### config.mk
export PLATFORM = sky130hd
export DESIGN_NAME = dma4_sequencer
export DESIGN_NICKNAME = d
export VERILOG_FILES = /design/src/rtl/dma4_pkg.sv /design/src/rtl/dma4_prio_pick.sv /design/src/rtl/dma4_chan.sv /design/src/rtl/dma4_sequencer.sv
export SDC_FILE = /design/constraint.sdc
export NUM_CORES = 1
export LEC_CHECK = 0
export ABC_AREA = 1
export BUFFER_PORTS_ARGS = -buffer_cell sky130_fd_sc_hd__clkbuf_2
export CAP_MARGIN = 25
export CORE_MARGIN = 2
export CORE_UTILIZATION = 50
export DETAILED_ROUTE_END_ITERATION = 7
export GPL_ROUTABILITY_DRIVEN = 0
export MAX_ROUTING_LAYER = met4
export PLACE_DENSITY = 0.73
export RECOVER_POWER = 50
export SLEW_MARGIN = 20
export SYNTH_ARGS = -nofsm -noshare
export SYNTH_HDL_FRONTEND = slang
export SYNTH_SLANG_ARGS = --single-unit
export TNS_END_PERCENT = 50
### constraint.sdc
create_clock -name clk_i -period 2.95 [get_ports clk_i]
set_clock_uncertainty 0.15 [all_clocks]
set_input_delay 0.1475 -clock clk_i [delete_from_list [all_inputs] [get_ports clk_i]]
set_output_delay 0.1475 -clock clk_i [all_outputs]
set_load 0.01 [all_outputs]
### src/rtl/dma4_pkg.sv
package dma4_pkg;

    localparam int NCH    = 4;
    localparam int IW     = $clog2(NCH);
    localparam int AL_DST = 2;
    localparam int AL_SRC = 3;

    typedef enum logic [1:0] {
        ST_IDLE,
        ST_REQ,
        ST_S1,
        ST_S2
    } seq_state_e;

    // Field order is the software-visible mode layout (msb first).
    typedef struct packed {
        logic           auto_load;
        logic           tc_stop;
        logic           ext_wr;
        logic           rot_prio;
        logic [NCH-1:0] en;
    } mode_t;

    typedef struct packed {
        seq_state_e     st;
        logic           hreq;
        logic [IW-1:0]  gnt;
        logic [IW-1:0]  rbase;
        mode_t          mode;
        logic [NCH-1:0] flags;
    } core_t;

endpackage

### src/rtl/dma4_prio_pick.sv
module dma4_prio_pick #(
    parameter int NCH = 4,
    localparam int IW = (NCH > 1) ? $clog2(NCH) : 1
) (
    input  logic [NCH-1:0] req_i,
    input  logic [IW-1:0]  base_i,
    output logic           valid_o,
    output logic [IW-1:0]  idx_o
);

    // Scan from base_i upward with wrap; NCH is a power of two.
    always_comb begin
        valid_o = 1'b0;
        idx_o   = '0;
        for (int i = 0; i < NCH; i++) begin
            logic [IW-1:0] cand;
            cand = base_i + IW'(i);
            if (!valid_o && req_i[cand]) begin
                valid_o = 1'b1;
                idx_o   = cand;
            end
        end
    end

endmodule

### src/rtl/dma4_chan.sv
module dma4_chan #(
    parameter int AW    = 16,
    parameter int CW    = 14,
    parameter int MARKP = 128,
    localparam int MW   = $clog2(MARKP)
) (
    input  logic          clk_i,
    input  logic          rst_ni,
    input  logic          ld_addr_i,
    input  logic          ld_cnt_i,
    input  logic [AW-1:0] wdata_i,
    input  logic          step_i,
    input  logic          reload_i,
    input  logic [AW-1:0] reload_addr_i,
    input  logic [CW-1:0] reload_cnt_i,
    output logic [AW-1:0] addr_o,
    output logic [CW-1:0] cnt_o,
    output logic          at_tc_o,
    output logic          at_mark_o
);

    typedef struct packed {
        logic [AW-1:0] addr;
        logic [CW-1:0] cnt;
        logic [MW-1:0] done;
    } chan_st_t;

    chan_st_t st_d, st_q;

    always_comb begin
        st_d = st_q;
        if (reload_i) begin
            st_d.addr = reload_addr_i;
            st_d.cnt  = reload_cnt_i;
            st_d.done = '0;
        end else if (step_i) begin
            st_d.addr = st_q.addr + AW'(1);
            st_d.cnt  = st_q.cnt - CW'(1);
            st_d.done = st_q.done + MW'(1);
        end
        if (ld_addr_i) begin
            st_d.addr = wdata_i;
        end
        if (ld_cnt_i) begin
            st_d.cnt  = wdata_i[CW-1:0];
            st_d.done = '0;
        end
    end

    always_ff @(posedge clk_i) begin
        if (!rst_ni) begin
            st_q <= '0;
        end else begin
            st_q <= st_d;
        end
    end

    assign addr_o    = st_q.addr;
    assign cnt_o     = st_q.cnt;
    assign at_tc_o   = (st_q.cnt == '0);
    assign at_mark_o = (st_q.done == MW'(MARKP - 1));

    assert_step_count_R7: assert property (@(posedge clk_i) disable iff (!rst_ni)
        (step_i && !reload_i && !ld_cnt_i) |=> (cnt_o == ($past(cnt_o) - CW'(1))));

    assert_step_addr_R7: assert property (@(posedge clk_i) disable iff (!rst_ni)
        (step_i && !reload_i && !ld_addr_i) |=> (addr_o == ($past(addr_o) + AW'(1))));

    assert_reload_R12: assert property (@(posedge clk_i) disable iff (!rst_ni)
        (reload_i && !ld_cnt_i) |=> (cnt_o == $past(reload_cnt_i)));

endmodule

### src/rtl/dma4_sequencer.sv
module dma4_sequencer
    import dma4_pkg::*;
#(
    parameter int AW    = 16,
    parameter int CW    = 14,
    parameter int MARKP = 128
) (
    input  logic           clk_i,
    input  logic           rst_ni,
    input  logic           reg_we_i,
    input  logic [3:0]     reg_addr_i,
    input  logic [AW-1:0]  reg_wdata_i,
    input  logic           stat_rd_i,
    output logic [NCH-1:0] status_o,
    input  logic [NCH-1:0] dreq_i,
    output logic           hold_req_o,
    input  logic           hold_ack_i,
    output logic [NCH-1:0] dack_n_o,
    output logic [AW-1:0]  mem_addr_o,
    output logic           wr_strobe_o,
    output logic           tc_o,
    output logic           mark_o
);

    localparam int MODE_W = $bits(mode_t);
    localparam logic [3:0] MODE_SEL = 4'(1 << (IW + 1));

    core_t c_d, c_q;

    logic [AW-1:0]  ch_addr [NCH];
    logic [CW-1:0]  ch_cnt  [NCH];
    logic [NCH-1:0] ch_tc, ch_mark;
    logic [NCH-1:0] ld_addr, ld_cnt, step;
    logic           mode_we;
    logic           busy, tc_now, mark_now, al_reload;
    logic           pick_vld;
    logic [IW-1:0]  pick_idx, pick_base;
    logic [NCH-1:0] eligible, eligible_nx;

    // Register write decode
    assign mode_we = reg_we_i && (reg_addr_i == MODE_SEL);

    for (genvar i = 0; i < NCH; i++) begin : g_dec
        assign ld_addr[i] = reg_we_i && !reg_addr_i[IW+1] &&
                            (reg_addr_i[IW:1] == IW'(i)) && !reg_addr_i[0];
        assign ld_cnt[i]  = reg_we_i && !reg_addr_i[IW+1] &&
                            (reg_addr_i[IW:1] == IW'(i)) && reg_addr_i[0];
    end

    // Channel register slices
    for (genvar i = 0; i < NCH; i++) begin : g_ch
        logic          rl;
        logic [AW-1:0] rl_addr;
        logic [CW-1:0] rl_cnt;
        if (i == AL_DST) begin : g_chain
            assign rl      = al_reload;
            assign rl_addr = ch_addr[AL_SRC];
            assign rl_cnt  = ch_cnt[AL_SRC];
        end else begin : g_plain
            assign rl      = 1'b0;
            assign rl_addr = '0;
            assign rl_cnt  = '0;
        end
        dma4_chan #(
            .AW   (AW),
            .CW   (CW),
            .MARKP(MARKP)
        ) u_chan (
            .clk_i        (clk_i),
            .rst_ni       (rst_ni),
            .ld_addr_i    (ld_addr[i]),
            .ld_cnt_i     (ld_cnt[i]),
            .wdata_i      (reg_wdata_i),
            .step_i       (step[i]),
            .reload_i     (rl),
            .reload_addr_i(rl_addr),
            .reload_cnt_i (rl_cnt),
            .addr_o       (ch_addr[i]),
            .cnt_o        (ch_cnt[i]),
            .at_tc_o      (ch_tc[i]),
            .at_mark_o    (ch_mark[i])
        );
    end

    // Priority picker
    assign eligible  = dreq_i & c_q.mode.en;
    assign pick_base = c_q.mode.rot_prio ? c_q.rbase : '0;

    dma4_prio_pick #(.NCH(NCH)) u_pick (
        .req_i  (eligible),
        .base_i (pick_base),
        .valid_o(pick_vld),
        .idx_o  (pick_idx)
    );

    assign busy      = (c_q.st == ST_S1) || (c_q.st == ST_S2);
    assign tc_now    = (c_q.st == ST_S2) && ch_tc[c_q.gnt];
    assign mark_now  = (c_q.st == ST_S2) && ch_mark[c_q.gnt];
    assign al_reload = tc_now && c_q.mode.auto_load && (c_q.gnt == IW'(AL_DST));

    always_comb begin
        step = '0;
        if (c_q.st == ST_S2) begin
            step[c_q.gnt] = 1'b1;
        end
    end

    // Next-state logic
    always_comb begin
        c_d = c_q;

        if (stat_rd_i) begin
            c_d.flags = '0;
        end
        if (tc_now) begin
            c_d.flags[c_q.gnt] = 1'b1;
        end
        if (tc_now && c_q.mode.tc_stop && !al_reload) begin
            c_d.mode.en[c_q.gnt] = 1'b0;
        end
        if (mode_we) begin
            c_d.mode = mode_t'(reg_wdata_i[MODE_W-1:0]);
        end

        eligible_nx = dreq_i & c_d.mode.en;

        unique case (c_q.st)
            ST_IDLE: begin
                if (|eligible) begin
                    c_d.hreq = 1'b1;
                    c_d.st   = ST_REQ;
                end
            end
            ST_REQ: begin
                if (!pick_vld) begin
                    c_d.hreq = 1'b0;
                    c_d.st   = ST_IDLE;
                end else if (hold_ack_i) begin
                    c_d.gnt = pick_idx;
                    c_d.st  = ST_S1;
                end
            end
            ST_S1: begin
                c_d.st = ST_S2;
            end
            ST_S2: begin
                c_d.rbase = c_q.gnt + IW'(1);
                if (|eligible_nx) begin
                    c_d.st = ST_REQ;
                end else begin
                    c_d.hreq = 1'b0;
                    c_d.st   = ST_IDLE;
                end
            end
            default: c_d.st = ST_IDLE;
        endcase
    end

    always_ff @(posedge clk_i) begin
        if (!rst_ni) begin
            c_q <= '0;
        end else begin
            c_q <= c_d;
        end
    end

    // Outputs
    always_comb begin
        dack_n_o = '1;
        if (busy) begin
            dack_n_o[c_q.gnt] = 1'b0;
        end
    end

    assign mem_addr_o  = busy ? ch_addr[c_q.gnt] : '0;
    assign wr_strobe_o = (c_q.st == ST_S2) || ((c_q.st == ST_S1) && c_q.mode.ext_wr);
    assign tc_o        = tc_now;
    assign mark_o      = mark_now;
    assign hold_req_o  = c_q.hreq;
    assign status_o    = c_q.flags;

    // Assertions
    assert_dack_onehot_R3: assert property (@(posedge clk_i) disable iff (!rst_ni)
        $onehot0(~dack_n_o));

    assert_dack_in_hold_R3: assert property (@(posedge clk_i) disable iff (!rst_ni)
        (dack_n_o != '1) |-> hold_req_o);

    assert_hold_needs_enabled_R4: assert property (@(posedge clk_i) disable iff (!rst_ni)
        $rose(hold_req_o) |-> $past(|(dreq_i & c_q.mode.en)));

    assert_tc_in_xfer_R7: assert property (@(posedge clk_i) disable iff (!rst_ni)
        tc_o |-> ((dack_n_o != '1) && wr_strobe_o));

    assert_tc_disable_R8: assert property (@(posedge clk_i) disable iff (!rst_ni)
        (tc_o && c_q.mode.tc_stop && !al_reload && !mode_we)
        |=> !c_q.mode.en[$past(c_q.gnt)]);

    assert_tc_flag_R11: assert property (@(posedge clk_i) disable iff (!rst_ni)
        tc_o |=> status_o[$past(c_q.gnt)]);

endmodule

# Word-level counts from Yosys, hierarchy flattened
# Cells that the tools add are included.
# classes
muxes	54
n_addsub	16
n_bitwise	7
eq_ne	16
reduce_logical	57
order_cmp	7
# op_table
operator	count
2-to-1 mux 37 bit	5
2-to-1 mux 16 bit	7
2-to-1 mux 21 bit	4
adder 16 x 1 -> 16 bit (second input constant)	4
logical NOT 14 bit	4
subtractor 14 x 1 -> 14 bit (second input constant)	4
binary-select mux 16 bit (select 2 bit)	1
adder 7 x 1 -> 7 bit (second input constant)	4
== test 7 bit (second input constant)	4
logical AND 1 bit	25
2-to-1 mux 4 bit	6
less-than comparator 2 x 3 -> 1 bit (second input constant)	5
2-to-1 mux 1 bit	14
2-to-1 mux 2 bit	7
AND 4 bit	3
binary-select mux 1 bit (select 2 bit)	6
nonzero test 2 bit	6
== test 2 bit (second input constant)	5
nonzero test 3 bit	3
case mux 2 bit (4 select lines)	1
OR reduction 4 bit	2
logical NOT 1 bit	6
inequality test 2 bit (second input constant)	3
OR reduction 2 bit	3
other kinds (20)	25
# word_totals
input_bits	29
ff_bits	167

# Longest topological paths before layout
# logic_depth
ltp_word	15
depth_mapped	21
depth_no_buf	20

# Hierarchy
# From an unflattened synthesis, not the netlist that was laid out.
# hier_totals
cells_unflattened	2205
area_unflattened_um2	13326.5
# by_module_without_submodules
mod	cells_per_inst	seq_area_each_um2	n_inst	area_each_um2
dma4_chan	459	740.7	4	2817.7
dma4_sequencer	310	380.4	1	1736.7
dma4_prio_pick	59	0.0	1	319.1

# Worst setup path before layout
# OpenSTA, ideal clock, no wires.
# synth_path
kind	reg-to-reg
from	reg c_q[15] in the netlist's numbering
to	reg g_ch[1].u_chan.st_q, in the netlist g_ch[1].u_chan.addr_o[7]
t_arrival_ns	2.050
n_path_buf	2
t_required_ns	2.672
period_less_slack_ns	2.329
path_slack_ns	0.621
path_stages_with_launch	11
path_cell_list	dfxtp_1 inv_2 clkbuf_1 ha_1 nand2_1 nor2_1 inv_1 clkbuf_1 nor3_1 xor2_1 a21oi_1
# synth_between
elab_chain_cells	6
# synth_rtl
element	line_no	source
from (decl)	dma4_sequencer.sv:28	core_t c_d, c_q;
from (signal assigned)	dma4_sequencer.sv:161	c_q <= '0;
from (signal assigned)	dma4_sequencer.sv:163	c_q <= c_d;
less-than comparator 2 x 3 -> 1 bit (not written as such) / greater-or-equal comparator 2 x 1 -> 1 bit (equally long branches)	dma4_sequencer.sv:104	step[c_q.gnt] = 1'b1;
logical AND 1 bit (not written as such)	dma4_sequencer.sv:104	
2-to-1 mux 1 bit (not written as such)	dma4_sequencer.sv:104	
demux 1 bit (select 2 bit) (*)	dma4_sequencer.sv:104	
2-to-1 mux 4 bit (*)	dma4_sequencer.sv:103	if (c_q.st == ST_S2) begin
nonzero test 2 bit (no source line) (*)	n/a	
to (signal assigned)	dma4_chan.sv:54	st_q <= st_d;
to (decl)	dma4_chan.sv:28	chan_st_t st_d, st_q;
# Mark *: on every way between the ends. The rest lies on a longest branch, timed or not.
# A chain may end at the register's enable or synchronous reset.

# Worst setup path in the final report
# layout_path
from	reg c_q[14] in the netlist's numbering
to	out mem_addr_o[1]
# layout_between
elab_chain_cells	5
# layout_rtl
element	line_no	source
inverter 2 -> 3 bit (not written as such)	dma4_sequencer.sv:175	assign mem_addr_o = busy ? ch_addr[c_q.gnt] : '0;
binary-select mux 16 bit (select 2 bit)	dma4_sequencer.sv:175	
2-to-1 mux 16 bit (not written as such) (2 in series)	dma4_sequencer.sv:175	
2-to-1 mux 16 bit	dma4_sequencer.sv:175	
to (decl)	dma4_sequencer.sv:19	output logic [AW-1:0] mem_addr_o,
# Every way passes these cells. The select of a mux whose other input is x is not followed.

==> qor.yml <==
core.rowCount: 52
path_cells: "clkbuf_2, o21ai_0, a21oi_1, clkbuf_2"
cts_max_level: 4
num_vias: 10800
area_growth_pct: 10.4
fin_area_sq_um: 11400
synth_ff_type: "dfxtp_1"
grt_use_total: 0.309
power.share.combinational: 0.073
cts_resized: 0
rsz0062_at_grt: "no"
ir_drop_mv: 0.390
cp_num_buf_inv: 2
pwr-share-seq: 0.468
die_y_um: 147
vias_per_cell: 5.76
multiInputGateArea_sq_um: 5950
ant_nets: 0
clkSinkCount: 167
post-synth-top-count-cell: "nand2_1"
clk_latency_ns: 0.44
cts_tree: "built"
pin_count: 57
wl_per_cell_um: 17.4
yosys_warnings: 0
core_sq_um: 20200
grt_start_max_net_pins: 54
crit_family: "buffers and inverters"
cts-root-buf: "clkbuf_16"
cpMaxStageDelayCell: "dfxtp_1"
p_int_uw: 3660
initial_core_util: 0.509
cp.depth: 4
hold_viol: 0
port_buffers: 56
syn_inst: 1564
firstDrtPassIters: 7
cp-start-kind: "flip-flop"
maxSlewHeadroom: 0.415
power_frac_clock: 0.459
clk_pin_slew_ns: 0.07
synth_edf_count: 0
arrival_ns: 2.53
fillers: 1983
diodes: 0
crit_top_cell: "clkbuf_2"
crit_path_end_kind: "output pin"
die_area_sq_um: 21700
fmax_mhz: 354
p_switching_uw: 1280
antenna_found_initial: 0
leakage_uw: 0.00427
hold-worst-slack_ns: 0.0169
drv_slew: 0
synth.top_cell.area_share: 0.325
place_area_sq_um: 10800
reg2regPathDepth: 10
maxCapViolCount: 0
routed_wl_um: 32600
drtIter0Drc: 1006
synthTopCellsByCount: "nand2_1, dfxtp_1, inv_1"
syn_nets: 1613
tightest_slew_ns: 0.877
die_x_um: 147
syn_avg_cell_area_sq_um: 6.58
regArea_sq_um: 3340
setup-violations-final: 0
max_stage_delay_ns: 0.62
worst_ep_required_time_ns: 2.65
yosysTopAreaCell: "dfxtp_1"
dpl.hpwl_um: 23100
ys_ff_latch: 167
grt_pass1_vias: 9948
drc: 0
drive_gt1_frac: 0.0869
p_per_area_nw_per_um2: 435
p_sw_frac: 0.259
hold_depth: 3
grt.overflow.total: 0
critical_path_class: "flip-flop to output pin"
syn_area_sq_um: 10300
hold_path_class: "input port to flip-flop"
yosysSeqAreaShare: 0.325
synth_area_leaders: "dfxtp_1, nand2_1, a21oi_1"
outcome: "finished clean"
layout.nets: 1647
synthArstFlopShare: 0
fin_crit_ns: 2.83
finalSetupTns_ns: 0
cp_max_fo: 35
yosys.cell_types.count: 52
cts_setup_buffers: 0
grt_pass1_wl_um: 51800
fin_crit_sh: 0.958
clockBufferDepth: 2
cts_buffers: 17
-- power groups by stage --
stage / Clock (uW) / Sequential (uW) / Combinational (uW)
2_1_floorplan: 0 / 2360 / 218
3_3_place_gp: 0 / 2360 / 340
3_5_place_dp: 0 / 2360 / 344
4_1_cts: 2290 / 2310 / 352
5_1_grt: 2380 / 2320 / 391
6_report: 2270 / 2310 / 360
-- worst min-delay path, cell delays in order --
cell,delay (ns)
clkbuf_2,0.21
nand2_1,0.12
a31oi_1,0.07
-- what timing repair did --
item | CTS | global route
hold endpoints to repair | 17 | 0
hold buffers | 7 | 0
setup endpoints to repair | 0 | 0
-- routing by layer --
metal,track usage,vias up,wire [um]
met1,0.386,4988,13700
li1,-,5287,-
met4,0.145,0,1560
met5,-,-,0
met2,0.494,462,14900
met3,0.0475,101,2450
-- layout make-up --
| cell class | instances | area share |
|---|---|---|
| clock buffer | 18 | 0.0387 |
| inverter | 173 | 0.0572 |
| multi-input combinational | 1152 | 0.524 |
| sequential | 167 | 0.294 |
| tap | 270 | 0.0297 |
| timing repair buffer | 87 | 0.0431 |
| clock inverter | 14 | 0.0132 |
-- metrics by stage --
step                utilization  cells  setup slack (ns)  power, uW
finish                    0.561   1881             0.125       4940
global route              0.561   1881            0.0507       5090
CTS                       0.565   1881             0.331       4950
detailed placement        0.532   1842             0.376       2710
global placement          0.532   1842             0.430       2700
floorplan                     -   1564             0.621       2570
-- logic make-up after synthesis --
family                   after synthesis  synth area share
AND/OR/NAND/NOR                      681             0.288
AO/OA/AOI/OAI                        385             0.212
buffers and inverters                245            0.0947
flip-flops                           167             0.325
XOR/XNOR                              66            0.0562
adder cells (fa/ha/maj)               20            0.0243
-- layout by cell type (no fill, tap or decap), types with 27 or more instances in the layout --
cell type  instances
a21oi_1          136
a31oi_1           77
clkbuf_2          44
dfxtp_1          167
inv_1            165
nand2_1          406
nand3_1           58
nor2_1           116
nor3_1            27
o21ai_0          106
xor2_1            55
-- registers in the layout (all words and copies together) (netlist names), named ones only --
| signal | count |
|---|---|
| g_ch.u_chan.st_q | 28 |
| hold_req_o | 1 |
| g_ch.u_chan.addr_o | 64 |
| status_o | 4 |
| c_q | 13 |
| g_ch.u_chan.cnt_o | 56 |
-- final timing paths --
kind	startpoint	to	slack [ns]
min	reg_wdata_i[12]	g_ch[2].u_chan.cnt_o[12]	0.02
max reg2reg	c_q[14]	g_ch[2].u_chan.cnt_o[11]	0.23
max	c_q[14]	mem_addr_o[1]	0.12
min reg2reg	g_ch[3].u_chan.st_q[6]	g_ch[3].u_chan.st_q[6]	0.32
(Power assumes the default switching activity.)
